===== src/rtl/lp2_pwrup_pkg.sv =====
package lp2_pwrup_pkg;

  localparam int CA_W = 10;
  localparam logic [7:0] MRW_RESET_MA = 8'h3F;
  localparam logic [CA_W-1:0] NOP_RISE = 10'h007;
  localparam logic [CA_W-1:0] NOP_FALL = 10'h000;

  typedef enum logic [2:0] {
    ST_IDLE,
    ST_PWR,
    ST_CKE,
    ST_CMD,
    ST_RST,
    ST_SETTLE,
    ST_DONE
  } seq_st_e;

  typedef struct packed {
    logic [CA_W-1:0] rise;
    logic [CA_W-1:0] fall;
  } ca_pair_t;

  // mode-register write: address split over both edges, operand on fall
  function automatic ca_pair_t mrw_word(input logic [7:0] ma, input logic [7:0] op);
    ca_pair_t w;
    w.rise = {ma[5:0], 4'b0000};
    w.fall = {op, ma[7:6]};
    return w;
  endfunction

endpackage


===== src/rtl/lp2_wait_cnt.sv =====
module lp2_wait_cnt #(
  parameter int CNT_W = 8
) (
  input  logic             clk_i,
  input  logic             rst_ni,
  input  logic             load_i,
  input  logic [CNT_W-1:0] load_val_i,
  output logic             zero_o
);

  logic [CNT_W-1:0] cnt_q;

  always_ff @(posedge clk_i or negedge rst_ni) begin
    if (!rst_ni)             cnt_q <= '0;
    else if (load_i)         cnt_q <= load_val_i;
    else if (cnt_q != '0)    cnt_q <= cnt_q - 1'b1;
  end

  assign zero_o = (cnt_q == '0);

  // a new wait may only be armed once the previous one has expired
  a_r2_load_on_expiry: assert property (@(posedge clk_i) disable iff (!rst_ni)
    load_i |-> zero_o);

endmodule


===== src/rtl/lp2_ca_enc.sv =====
module lp2_ca_enc
  import lp2_pwrup_pkg::*;
#(
  parameter logic [7:0] RST_OP = 8'h00
) (
  input  logic            cmd_i,
  output logic [CA_W-1:0] ca_rise_o,
  output logic [CA_W-1:0] ca_fall_o
);

  ca_pair_t w;

  always_comb begin
    if (cmd_i) w = mrw_word(MRW_RESET_MA, RST_OP);
    else       w = '{rise: NOP_RISE, fall: NOP_FALL};
  end

  assign ca_rise_o = w.rise;
  assign ca_fall_o = w.fall;

endmodule


===== src/rtl/lp2_pwrup_seq.sv =====
module lp2_pwrup_seq
  import lp2_pwrup_pkg::*;
#(
  parameter int unsigned T_PWR    = 200,
  parameter int unsigned T_CKE    = 100,
  parameter int unsigned T_RST    = 50,
  parameter int unsigned T_SETTLE = 80,
  parameter logic [7:0]  RST_OP   = 8'h00
) (
  input  logic            clk_i,
  input  logic            rst_ni,
  input  logic            pll_lock_i,
  output logic            cke_o,
  output logic            cs_n_o,
  output logic [CA_W-1:0] ca_rise_o,
  output logic [CA_W-1:0] ca_fall_o,
  output logic            done_o,
  output logic            done_pulse_o
);

  localparam int unsigned T_MAX_A = (T_PWR > T_CKE) ? T_PWR : T_CKE;
  localparam int unsigned T_MAX_B = (T_RST > T_SETTLE) ? T_RST : T_SETTLE;
  localparam int unsigned T_MAX   = (T_MAX_A > T_MAX_B) ? T_MAX_A : T_MAX_B;
  localparam int CNT_W = (T_MAX > 1) ? $clog2(T_MAX) : 1;

  seq_st_e          state_q, state_d;
  logic             cnt_load;
  logic [CNT_W-1:0] cnt_val;
  logic             cnt_zero;
  logic             pulse_q;
  logic             cmd;

  lp2_wait_cnt #(.CNT_W(CNT_W)) u_wait (
    .clk_i      (clk_i),
    .rst_ni     (rst_ni),
    .load_i     (cnt_load),
    .load_val_i (cnt_val),
    .zero_o     (cnt_zero)
  );

  // each timed state lasts exactly its parameter: counter armed with N-1 on entry
  always_comb begin
    state_d  = state_q;
    cnt_load = 1'b0;
    cnt_val  = '0;
    unique case (state_q)
      ST_IDLE: if (pll_lock_i) begin
        state_d  = ST_PWR;
        cnt_load = 1'b1;
        cnt_val  = CNT_W'(T_PWR - 1);
      end
      ST_PWR: if (cnt_zero) begin
        state_d  = ST_CKE;
        cnt_load = 1'b1;
        cnt_val  = CNT_W'(T_CKE - 1);
      end
      ST_CKE: if (cnt_zero) state_d = ST_CMD;
      ST_CMD: begin
        state_d  = ST_RST;
        cnt_load = 1'b1;
        cnt_val  = CNT_W'(T_RST - 1);
      end
      ST_RST: if (cnt_zero) begin
        state_d  = ST_SETTLE;
        cnt_load = 1'b1;
        cnt_val  = CNT_W'(T_SETTLE - 1);
      end
      ST_SETTLE: if (cnt_zero) state_d = ST_DONE;
      ST_DONE: state_d = ST_DONE;
      default: state_d = ST_IDLE;
    endcase
  end

  always_ff @(posedge clk_i or negedge rst_ni) begin
    if (!rst_ni) begin
      state_q <= ST_IDLE;
      pulse_q <= 1'b0;
    end else begin
      state_q <= state_d;
      pulse_q <= (state_q == ST_SETTLE) && (state_d == ST_DONE);
    end
  end

  assign cmd          = (state_q == ST_CMD);
  assign cke_o        = (state_q != ST_IDLE) && (state_q != ST_PWR);
  assign cs_n_o       = !cmd;
  assign done_o       = (state_q == ST_DONE);
  assign done_pulse_o = pulse_q;

  lp2_ca_enc #(.RST_OP(RST_OP)) u_ca (
    .cmd_i     (cmd),
    .ca_rise_o (ca_rise_o),
    .ca_fall_o (ca_fall_o)
  );

  a_r8_cs_needs_cke: assert property (@(posedge clk_i) disable iff (!rst_ni)
    !cs_n_o |-> cke_o);

  a_r8_cke_sticky: assert property (@(posedge clk_i) disable iff (!rst_ni)
    cke_o |=> cke_o);

  a_r3_cmd_one_cycle: assert property (@(posedge clk_i) disable iff (!rst_ni)
    !cs_n_o |=> cs_n_o);

  a_r3_cke_before_cmd: assert property (@(posedge clk_i) disable iff (!rst_ni)
    $fell(cs_n_o) |-> $past(cke_o));

  a_r4_reset_word: assert property (@(posedge clk_i) disable iff (!rst_ni)
    !cs_n_o |-> (ca_rise_o == 10'h3F0) && (ca_fall_o == {RST_OP, 2'b00}));

  a_r5_idle_word: assert property (@(posedge clk_i) disable iff (!rst_ni)
    cs_n_o |-> (ca_rise_o == NOP_RISE) && (ca_fall_o == NOP_FALL));

  a_r6_done_sticky: assert property (@(posedge clk_i) disable iff (!rst_ni)
    done_o |=> done_o);

  a_r7_pulse_on_rise: assert property (@(posedge clk_i) disable iff (!rst_ni)
    done_pulse_o == $rose(done_o));

  a_r6_done_needs_cke: assert property (@(posedge clk_i) disable iff (!rst_ni)
    done_o |-> cke_o && cs_n_o);

endmodule


===== config.mk =====
export PLATFORM = sky130hd
export DESIGN_NAME = lp2_pwrup_seq
export DESIGN_NICKNAME = d
export VERILOG_FILES = /design/src/rtl/lp2_pwrup_pkg.sv /design/src/rtl/lp2_wait_cnt.sv /design/src/rtl/lp2_ca_enc.sv /design/src/rtl/lp2_pwrup_seq.sv
export SDC_FILE = /design/constraint.sdc
export NUM_CORES = 1
export LEC_CHECK = 0
export BUFFER_PORTS_ARGS = -buffer_cell sky130_fd_sc_hd__buf_4
export CAP_MARGIN = 20
export CORE_UTILIZATION = 50
export DETAILED_ROUTE_END_ITERATION = 10
export GPL_TIMING_DRIVEN = 0
export PLACE_DENSITY = 0.75
export SLEW_MARGIN = 20
export SYNTH_ARGS = -nofsm -noshare
export SYNTH_HDL_FRONTEND = slang
export SYNTH_HIERARCHICAL = 1
export SYNTH_SLANG_ARGS = --single-unit

===== constraint.sdc =====
create_clock -name clk_i -period 2.88 [get_ports clk_i]
set_clock_uncertainty 0.05 [all_clocks]
set_input_delay 0.144 -clock clk_i [delete_from_list [all_inputs] [get_ports clk_i]]
set_output_delay 0.144 -clock clk_i [all_outputs]
set_load 0.05 [all_outputs]

==> results of run 1 <==
[final timing paths]
kind                                   end  slack [ps]             from
max                        u_wait/cnt_q[6]         380  u_wait/cnt_q[0]
min                        u_wait/cnt_q[7]         190           rst_ni
max reg2reg                u_wait/cnt_q[6]         380  u_wait/cnt_q[0]
min reg2reg                     state_q[0]         560       state_q[2]
max in group asynchronous       state_q[2]        2430           rst_ni
min in group clk_i         u_wait/cnt_q[7]         260       pll_lock_i
[cell usage in the layout (no fill, tap or decap), drive strengths merged, types with 2 or more instances in the layout]
cell,instances
or2,3
buf,36
a221oi,2
o21ai,3
nor4,2
or4,2
nor2,11
o22ai,4
or2b,2
inv,5
dfrtp,12
nor3,3
nand3,2
clkbuf,6
conb,11
a21oi,3
o31ai,3
xnor2,2
nor3b,2
nand2,7
[metrics by stage]
| step | hold slack, ps | cell area [um2] | utilization (%) | setup TNS (ps) | setup slack (ps) |
|---|---|---|---|---|---|
| 5_1_grt | 184.1 | 1142 | 66.89 | 0 | 74.91 |
| 4_1_cts | 185.4 | 1135 | 66.45 | 0 | 28.52 |
| 3_5_place_dp | -53.66 | 1086 | 63.59 | -633.1 | -124.1 |
| 2_1_floorplan | -201.6 | 942.2 | - | 0 | 309.9 |
| 3_3_place_gp | -58.11 | 1086 | 63.59 | -587.4 | -110.6 |
| 6_report | 189.1 | 1142 | 66.89 | 0 | 378.5 |
[final cells by class]
| type | count | area (um2) | area share (%) |
|---|---|---|---|
| Clock buffer | 4 | 36.28 | 3.176 |
| Tap cell | 25 | 31.28 | 2.738 |
| Inverter | 5 | 18.77 | 1.643 |
| Buffer | 23 | 162.7 | 14.24 |
| Sequential cell | 12 | 300.3 | 26.29 |
| Multi-Input combinational cell | 77 | 470.5 | 41.18 |
| Timing Repair Buffer | 16 | 122.6 | 10.73 |
[per-layer routing]
metal | up-vias | GRT usage (%)
li1 | 405 | -
met1 | 361 | 24.11
met2 | 26 | 33.53
met3 | 2 | 6.122
met4 | 0 | 9.091
met5 | - | 0
[power groups by stage]
stage          Combinational, W  Clock [W]  Sequential (W)
5_1_grt                0.000579   0.000153        0.000341
4_1_cts                0.000521   0.000144        0.000323
6_report               0.000530   0.000137        0.000324
2_1_floorplan          0.000422          0        0.000309
3_5_place_dp           0.000514          0        0.000327
3_3_place_gp           0.000507          0        0.000324
[flip-flops by register name, indices dropped and copies added, names as in the netlist]
name / flops
state_q: 3
u_wait/cnt_q: 8
done_pulse_o: 1
[worst register-to-register path: stages, from the launching register on]
cell and delay [ps]:
dfrtp_1 420, inv_1 100, ha_1 230, or3b_1 350, clkbuf_2 180, nor2_4 220, mux2i_1 210, o22ai_2 230
inv_1 150, o311ai_0 130, nand3_1 110
[cells by family after synthesis]
family                   count (synthesis)
other                                    1
buffers and inverters                   28
multiplexers                             1
AO/OA/AOI/OAI                           23
XOR/XNOR                                 2
adder cells (fa/ha/maj)                  1
flip-flops                              12
AND/OR/NAND/NOR                         39
[timing repair]
item	4_1_cts	5_1_grt
hold buffers	1	0
endpoints found under the hold margin	12	0
gates resized for setup	1	3
endpoints found under the setup margin	6	8
==> run_results.csv, run 1 <==
group,metric,value,unit
power_and_ir_drop,powerDensity,867.6,nW/um2
power_and_ir_drop,vdd_drop_max,0.4653,mV
floorplan,die_w,44.54,um
sta,worstMarginPinSlew,539.9,ps
yosys,synth_top_family_by_area,"simple AND/OR/NAND/NOR gates",
route,route.detailed.drc,0,
cts,postCtsSetupRepairBufs,0,
power_and_ir_drop,power.share.switching,46.69,%
worst_setup_path,cp-end-kind,"flop",
sta,rsz0062_at_grt,"false",
final_layout,n_fill_cell,143,
yosys,synth_area_leaders,"dfrtp_1 (33%), buf_4 (16%), nor2_1 (4.6%)",
cts,clock_latency,270,ps
worst_setup_path,rr_worst_depth,10,
cts,clkSinkCount,12,
route,post_drt_wl_per_cell,10.85,um
yosys,syn_inst,107,
power_and_ir_drop,comb_power_share,53.5,%
power_and_ir_drop,seq_power_share,32.7,%
yosys,synth_ff_type,"dfrtp_1",
power_and_ir_drop,cellLeakagePower,0.5404,nW
worst_setup_path,worstPathCellList,"inv_1 -> ha_1 -> or3b_1 -> clkbuf_2 -> nor2_4 -> mux2i_1 -> o22ai_2 -> inv_1 -> o311ai_0 -> nand3_1",
yosys,synthMuxAreaShare,1.107,%
place,place_congestion,0.8900,
floorplan,core_area,1708,um2
route,post_drt_via_cell_ratio,4.901,
yosys,synth-seq-area-share,33.20,%
yosys,syn-cell-area,904.6,um2
final_layout,drive_gt1_share,35.77,%
grt,track_usage,20.27,%
final_layout,antenna_cells,0,
yosys,yosys.area_share.simple,23.24,%
yosys,synth-async-reset-ratio,100.0,%
route,met3_length,68,um
floorplan,io_pins,27,
place,port_buffers,15,
worst_setup_path,critPathTopFamily,"simple AND/OR/NAND/NOR gates",
floorplan,initial_utilization,52.97,%
yosys,yosysWarnings,6,
place,hpwlAfterDp,1324,um
status,outcome,"finished, final reports clean",
route,ant_nets,0,
route,drt_wl_total,1758,um
sta,period_share,86.86,%
route,via_count,794,
grt,grt_pass1_wl,2877,um
sta,slew_viol_final,0,
yosys,synth_compound_area_share,18.26,%
worst_setup_path,critical_path_depth,10,
final_layout,syn_to_final_growth,26.28,%
yosys,synth.top_cell.area_share,33.20,%
floorplan,core.rowCount,15,
yosys,synth_seq_cells,12,
worst_hold_path,hold_class,"input pin to async pin",
worst_setup_path,cp.arrival,2600,ps
sta,setup_viol,0,
sta,fin_crit,2502,ps
route,met1_length,767,um
sta,max_freq,399.8,MHz
cts,clk_pin_slew,80,ps
worst_setup_path,crit_buf_inv,3,
sta,relSlewSlack,63.68,%
grt,grt_antenna_before_repair,0,
sta,hold_violations,0,
final_layout,layout.nets,142,
route,first_pass_iters,4,
cts,numCtsBuffers,3,
power_and_ir_drop,power.switching,0.0004628,W
yosys,synth_fa_ha_area_share,1.383,%
grt,grt_overflow,0,
worst_setup_path,critPathKind,"flop to flop",
place,numPlacedInstances,157,
worst_setup_path,critical-path-max-stage-delay,420,ps
cts,cts_buffer_depth,2,
cts,h-tree-depth,1,
route,highest_layer,"met4",
final_layout,fin_cells,162,
worst_setup_path,crit_path_start_kind,"flop",
yosys,synth_common_cells,"buf_4 (19), dfrtp_1 (12), nor2_1 (11)",
cts,root_buffer,"clkbuf_4",
yosys,synth.most_common_cell,"buf_4",
power_and_ir_drop,p_total,0.0009911,W
yosys,synth_top_area_cell,"dfrtp_1",
grt,first_global_vias,667,
power_and_ir_drop,p_int,0.0005283,W
worst_setup_path,crit_top_cell,"inv_1",
worst_setup_path,required,2980,ps
yosys,ys_types,40,
yosys,synth.avg_cell_area,8.454,um2
route,drt_iter0_drc,14,
yosys,synth_edf_count,0,
worst_setup_path,crit_slowest_cell,"dfrtp_1",
floorplan,die-area,1983,um2
worst_setup_path,worstPathMaxFanout,8,
floorplan,die_h,44.54,um
yosys,synth-xor-area-share,1.936,%
cts,cts_tree,"yes",
run,drv_cap,0,
route,met2WireLength,906,um
power_and_ir_drop,pwr-share-clk,13.8,%
grt,grt_start_max_net_pins,13,
No activity file was read; power rests on OpenSTA's default activity.
==> run 2: changes to the inputs <==
--- a/config.mk
+++ b/config.mk
@@ -8,6 +8,7 @@
 export BUFFER_PORTS_ARGS = -buffer_cell sky130_fd_sc_hd__buf_4
 export CAP_MARGIN = 20
 export CORE_UTILIZATION = 50
+export CTS_BUF_LIST = sky130_fd_sc_hd__clkbuf_8
 export DETAILED_ROUTE_END_ITERATION = 10
 export GPL_TIMING_DRIVEN = 0
 export PLACE_DENSITY = 0.75
==> run 2 against run 1 <==
- first-iteration DRC count down 29%
- routed wire length up 2.8%
- final cell count unchanged
- global-route usage up 0.85 points
- critical path depth unchanged
- worst hold slack better by 34 ps
- register-to-register slack worse by 40 ps
==> run_results.csv, run 2 (synthesized netlist as in run 1, its figures left out) <==
group,metric,value,unit
power_and_ir_drop,powerDensity,903.1,nW/um2
floorplan,die-area,1983,um2
sta,rsz0062_at_grt,"false",
run,drv_cap,0,
final_layout,drive_gt1_share,35.77,%
route,post_drt_wl_per_cell,11.16,um
final_layout,syn_to_final_growth,28.35,%
place,placed_area,1086,um2
worst_setup_path,worstPathCellList,"inv_1 -> ha_1 -> or3b_1 -> clkbuf_2 -> nor2_4 -> mux2i_1 -> o22ai_2 -> inv_1 -> o311ai_0 -> nand3_1",
worst_setup_path,crit_buf_inv,3,
sta,hold_violations,0,
final_layout,fin_area,1161,um2
cts,root_buffer,"clkbuf_8",
worst_setup_path,required,2950,ps
final_layout,final_cell_mix,"buf_4 (34), dfrtp_1 (12), conb_1 (11)",
route,drt_iter0_drc,10,
route,drt_wl_total,1808,um
worst_setup_path,cp-end-kind,"flop",
floorplan,core_area,1708,um2
grt,track_usage,21.12,%
cts,clkSinkCount,12,
place,hpwlAfterDp,1324,um
grt,grt_start_max_net_pins,13,
floorplan,core.rowCount,15,
cts,cts_buffer_depth,2,
final_layout,multi_input_area,470.5,um2
floorplan,die_w,44.54,um
floorplan,die_h,44.54,um
grt,grt_overflow,0,
worst_hold_path,hold_class,"input pin to async pin",
floorplan,initial_utilization,52.97,%
final_layout,top_register,"u_wait/cnt_q",
route,post_drt_via_cell_ratio,4.833,
cts,numCtsBuffers,3,
final_layout,largest_reg_flops,8,
cts,clk_pin_slew,60,ps
final_layout,layout_commonest_cell,"buf_4",
worst_setup_path,rr_startpoint,"u_wait/cnt_q[0]",
worst_setup_path,crit_slowest_cell,"dfrtp_1",
cts,cts_tree,"yes",
route,ant_nets,0,
route,via_count,783,
sta,worstMarginPinSlew,508.6,ps
sta,max_freq,393.6,MHz
grt,grt_pass1_wl,2967,um
status,outcome,"finished, final reports clean",
worst_setup_path,critical_path_depth,10,
route,route.detailed.drc,0,
sta,period_share,88.22,%
cts,clock_latency,250,ps
worst_setup_path,critical-path-max-stage-delay,420,ps
route,first_pass_iters,4,
worst_setup_path,worstPathMaxFanout,8,
worst_setup_path,crit_path_start_kind,"flop",
grt,first_global_vias,678,
grt,grt_antenna_before_repair,0,
cts,h-tree-depth,1,
final_layout,layout.nets,142,
sta,setup_viol,0,
sta,relSlewSlack,65.78,%
worst_setup_path,critPathTopFamily,"simple AND/OR/NAND/NOR gates",
worst_setup_path,r2r_setup_slack,340,ps
final_layout,final-seq-area,300.3,um2
power_and_ir_drop,vdd_drop_max,0.4504,mV
worst_setup_path,crit_top_cell,"inv_1",
worst_setup_path,cp.arrival,2610,ps
place,port_buffers,15,
sta,slew_viol_final,0,
floorplan,io_pins,27,
final_layout,n_fill_cell,141,
final_layout,postLayoutCoreUtil,67.99,%
power_and_ir_drop,p_total,0.001049,W
worst_setup_path,rr_worst_depth,10,
worst_setup_path,r2r_end,"u_wait/cnt_q[6]",
sta,fin_crit,2541,ps
worst_setup_path,critPathKind,"flop to flop",
final_layout,antenna_cells,0,
place,place_congestion,0.8900,
power_and_ir_drop,cellLeakagePower,0.5482,nW
## run 2: area by class of cell
class / instances / area share [%]
Multi-Input combinational cell: 77 / 40.52
Sequential cell: 12 / 25.86
Buffer: 23 / 14.01
Timing Repair Buffer: 16 / 10.56
Clock buffer: 4 / 4.741
Tap cell: 25 / 2.694
Inverter: 5 / 1.616
## run 2: worst register-to-register path: cells and delay by family, from the launching register on
kind                     cells  cell delay [ps]
AND/OR/NAND/NOR              3              700
AO/OA/AOI/OAI                2              380
flip-flops                   1              420
multiplexers                 1              210
adder cells (fa/ha/maj)      1              230
buffers and inverters        3              420
## run 2: how the worst max path moves through the flow
| stage | from | to | slack [ps] |
|---|---|---|---|
| 6_report | u_wait/cnt_q[0] | u_wait/cnt_q[6] | 340 |
| 5_1_grt | u_wait/cnt_q[0] | u_wait/cnt_q[5] | 80 |
| 4_1_cts | u_wait/cnt_q[0] | u_wait/cnt_q[3] | 30 |
| 3_5_place_dp | u_wait/cnt_q[0] | u_wait/cnt_q[3] | -120 |
| 3_3_place_gp | u_wait/cnt_q[0] | u_wait/cnt_q[4] | -110 |
| 2_1_floorplan | u_wait/cnt_q[0] | u_wait/cnt_q[4] | 310 |
## run 2: report_power, final
part | leakage (nW) | switching [W] | internal, W
Sequential | 0.147 | 0.0000871 | 0.000240
Clock | 0.0288 | 0.0000702 | 0.000121
Combinational | 0.372 | 0.000318 | 0.000212
## run 2: metrics by stage
step | std cells | hold slack, ps | worst slack, ps | TNS (ps)
detailed placement | 157 | -53.66 | -124.1 | -633.1
global placement | 157 | -58.11 | -110.6 | -587.4
finish | 162 | 222.7 | 339.4 | 0
floorplan | 117 | -201.6 | 309.9 | 0
global route | 162 | 234.5 | 76.89 | 0
CTS | 162 | 224.8 | 32.30 | 0
## run 2: what timing repair did
item,CTS,global route
endpoints found under the hold margin,12,0
hold buffers,1,0
resized for setup,1,3
setup buffers,0,0
setup endpoints to repair,6,8
## run 2: routing by layer
| metal | track usage (%) | vias to the layer above | share of wire, % |
|---|---|---|---|
| li1 | - | 413 | - |
| met3 | 6.122 | 4 | 2.5 |
| met5 | 0 | - | 0 |
| met1 | 23.60 | 353 | 44 |
| met2 | 37.06 | 13 | 52 |
| met4 | 9.091 | 0 | 1.4 |
==> run 3: changes to the inputs <==
--- a/config.mk
+++ b/config.mk
@@ -7,13 +7,13 @@
 export LEC_CHECK = 0
 export BUFFER_PORTS_ARGS = -buffer_cell sky130_fd_sc_hd__buf_4
 export CAP_MARGIN = 20
+export CORE_ASPECT_RATIO = 0.7
 export CORE_UTILIZATION = 50
 export CTS_BUF_LIST = sky130_fd_sc_hd__clkbuf_8
 export DETAILED_ROUTE_END_ITERATION = 10
 export GPL_TIMING_DRIVEN = 0
-export PLACE_DENSITY = 0.75
+export PLACE_DENSITY = 0.74
 export SLEW_MARGIN = 20
 export SYNTH_ARGS = -nofsm -noshare
 export SYNTH_HDL_FRONTEND = slang
-export SYNTH_HIERARCHICAL = 1
 export SYNTH_SLANG_ARGS = --single-unit
==> run 3 against run 2 <==
- maximum frequency grew 20%
- clock power shrank 22%
- largest cell class unchanged
- routed wire length grew 16%
- largest power group is now registers
- cell area grew 2.4%
- utilization grew 2.1 points
- first-iteration DRC count grew to 5.3 times the previous value
- critical endpoint is now u_wait.cnt_q[0]
==> run_results.csv, run 3 <==
group,metric,value,unit
status,outcome,"finished, final reports clean",
worst_setup_path,crit_slowest_cell,"dfrtp_1",
final_layout,final_cell_mix,"buf_4 (35), dfrtp_1 (12), conb_1 (11)",
power_and_ir_drop,p_int,0.0003995,W
grt,grt_start_max_net_pins,13,
place,numPlacedInstances,155,
yosys,synth.avg_cell_area,8.816,um2
worst_setup_path,rr_startpoint,"u_wait.cnt_q[0]",
floorplan,initial_utilization,56.64,%
sta,slew_viol_final,0,
yosys,synth_common_cells,"buf_4 (20), dfrtp_1 (12), nand2_1 (10)",
power_and_ir_drop,power.switching,0.0002626,W
cts,root_buffer,"clkbuf_8",
cts,cts_tree,"yes",
cts,post_cts_resized,0,
power_and_ir_drop,p_total,0.0006621,W
power_and_ir_drop,pwr-share-clk,22.5,%
final_layout,layout_commonest_cell,"buf_4",
final_layout,layout.nets,145,
worst_setup_path,crit_path_start_kind,"flop",
floorplan,die_w,54.40,um
cts,numCtsBuffers,3,
yosys,yosysWarnings,0,
yosys,syn_inst,109,
power_and_ir_drop,power.share.switching,39.66,%
yosys,ys_types,40,
power_and_ir_drop,seq_power_share,44.1,%
yosys,synth.most_common_cell,"buf_4",
sta,setup_viol,0,
floorplan,die_h,38.68,um
cts,clock_latency,240,ps
yosys,synth_seq_cells,12,
power_and_ir_drop,comb_power_share,33.4,%
grt,grt_antenna_before_repair,0,
yosys,synth.top_cell.area_share,31.25,%
worst_setup_path,cp.arrival,2200,ps
cts,cts_buffer_depth,2,
worst_setup_path,worstPathMaxFanout,10,
final_layout,syn_to_final_growth,23.70,%
grt,grt_pass1_wl,3318,um
cts,clk_pin_slew,50,ps
route,via_count,860,
power_and_ir_drop,cellLeakagePower,0.6154,nW
place,place_congestion,0.9070,
worst_setup_path,critPathKind,"flop to flop",
final_layout,drive_gt1_share,34.06,%
route,drt_wl_total,2095,um
sta,relSlewSlack,66.83,%
final_layout,antenna_cells,0,
place,post-place-ws,800.4,ps
cts,h-tree-depth,1,
sta,rsz0062_at_grt,"false",
worst_setup_path,required,2960,ps
floorplan,die-area,2104,um2
final_layout,top_register,"u_wait.cnt_q",
yosys,synth_ff_type,"dfrtp_1",
route,post_drt_wl_per_cell,13.18,um
place,port_buffers,15,
sta,hold_violations,0,
sta,layout_setup_ws,763.3,ps
worst_setup_path,worstPathCellList,"inv_1 -> ha_1 -> nor3b_2 -> nand2_2 -> a311o_1 -> a21o_1",
floorplan,core.rowCount,12,
power_and_ir_drop,vdd_drop_max,0.3826,mV
final_layout,n_fill_cell,137,
route,first_pass_iters,4,
grt,track_usage,23.21,%
final_layout,postLayoutCoreUtil,70.06,%
floorplan,core_area,1697,um2
sta,max_freq,472.4,MHz
grt,first_global_vias,714,
yosys,synth-async-reset-ratio,100.0,%
worst_setup_path,critical-path-max-stage-delay,480,ps
final_layout,largest_reg_flops,8,
final_layout,fin_cells,159,
sta,period_share,73.50,%
grt,grt_overflow,0,
worst_setup_path,cp-end-kind,"flop",
worst_hold_path,hold_class,"input pin to async pin",
floorplan,io_pins,27,
route,route.detailed.drc,0,
sta,finalSetupTns,0,ps
sta,fin_crit,2117,ps
yosys,synth_edf_count,0,
sta,worstMarginPinSlew,495.4,ps
power_and_ir_drop,powerDensity,557.0,nW/um2
worst_setup_path,rr_worst_depth,6,
cts,clkSinkCount,12,
yosys,synth-seq-area-share,31.25,%
yosys,syn-cell-area,960.9,um2
worst_setup_path,crit_start,"u_wait.cnt_q[0]",
yosys,synth_top_area_cell,"dfrtp_1",
yosys,synth_area_leaders,"dfrtp_1 (31%), buf_4 (16%), nand2_1 (3.9%)",
place,hpwlAfterDp,1547,um
route,drt_iter0_drc,53,
route,ant_nets,0,
route,post_drt_via_cell_ratio,5.409,
run,drv_cap,0,
[run 3: cell type report]
type / count / area [um2] / share of cell area, %
plain buffers: 23 / 161.4 / 13.58
clock buffers: 3 / 41.29 / 3.474
inverters: 5 / 18.77 / 1.579
multi-input cells: 79 / 518.0 / 43.58
flip-flops and latches: 12 / 300.3 / 25.26
well taps: 21 / 26.28 / 2.211
repair buffers: 16 / 122.6 / 10.32
[run 3: worst paths after layout]
check	to	slack (ps)
worst min-delay path	state_q[1]	230
worst min register to register	u_wait.cnt_q[6]	610
worst max register to register	u_wait.cnt_q[0]	760
min in group clk_i	u_wait.cnt_q[1]	300
max in group asynchronous	u_wait.cnt_q[7]	2390
worst max-delay path	u_wait.cnt_q[0]	760
[run 3: layer usage]
layer | global-route usage (%) | up-vias | routed length (um)
met4 | 5.769 | 0 | 29
li1 | - | 413 | -
met3 | 5.882 | 4 | 141
met2 | 35.37 | 44 | 985
met1 | 32.45 | 399 | 939
met5 | 0 | - | 0
[run 3: per-stage QoR]
| step | hold WS (ps) | cell area, um2 |
|---|---|---|
| after global routing | 264.2 | 1189 |
| final | 232.0 | 1189 |
| after detailed placement | -58.58 | 1137 |
| after floorplan | -201.6 | 998.5 |
| after global placement | -60.71 | 1137 |
| after CTS | 222.2 | 1189 |
[run 3: cell families after synthesis]
kind of cell	count (synthesis)	synth area share [%]
muxes	2	2.083
and+or+nand+nor	35	21.36
other	1	0.3903
buffers and inverters	28	18.75
DFF	12	31.25
adders and majority gates	2	2.604
AOI/OAI and AO/OA	27	21.75
xor gates and xnor gates	2	1.823
[run 3: power groups by stage]
stage	Clock, W	Combinational (W)	Sequential, W
final	0.000149	0.000221	0.000292
after global routing	0.000157	0.000241	0.000301
after CTS	0.000155	0.000218	0.000292
after detailed placement	0	0.000215	0.000294
after global placement	0	0.000212	0.000290
after floorplan	0	0.000180	0.000279
[run 3: timing repair]
action | CTS | global route
endpoints found under the hold margin | 12 | 0
hold buffers | 1 | 0
buffers inserted | 0 | 0
[run 3: critical path, delay by kind of cell (launching register included)]
kind            cells  cell delay [ps]
compound gates      2              490
fa+ha+maj           1              170
buf+inv             1              120
flops               1              480
simple gates        2              690
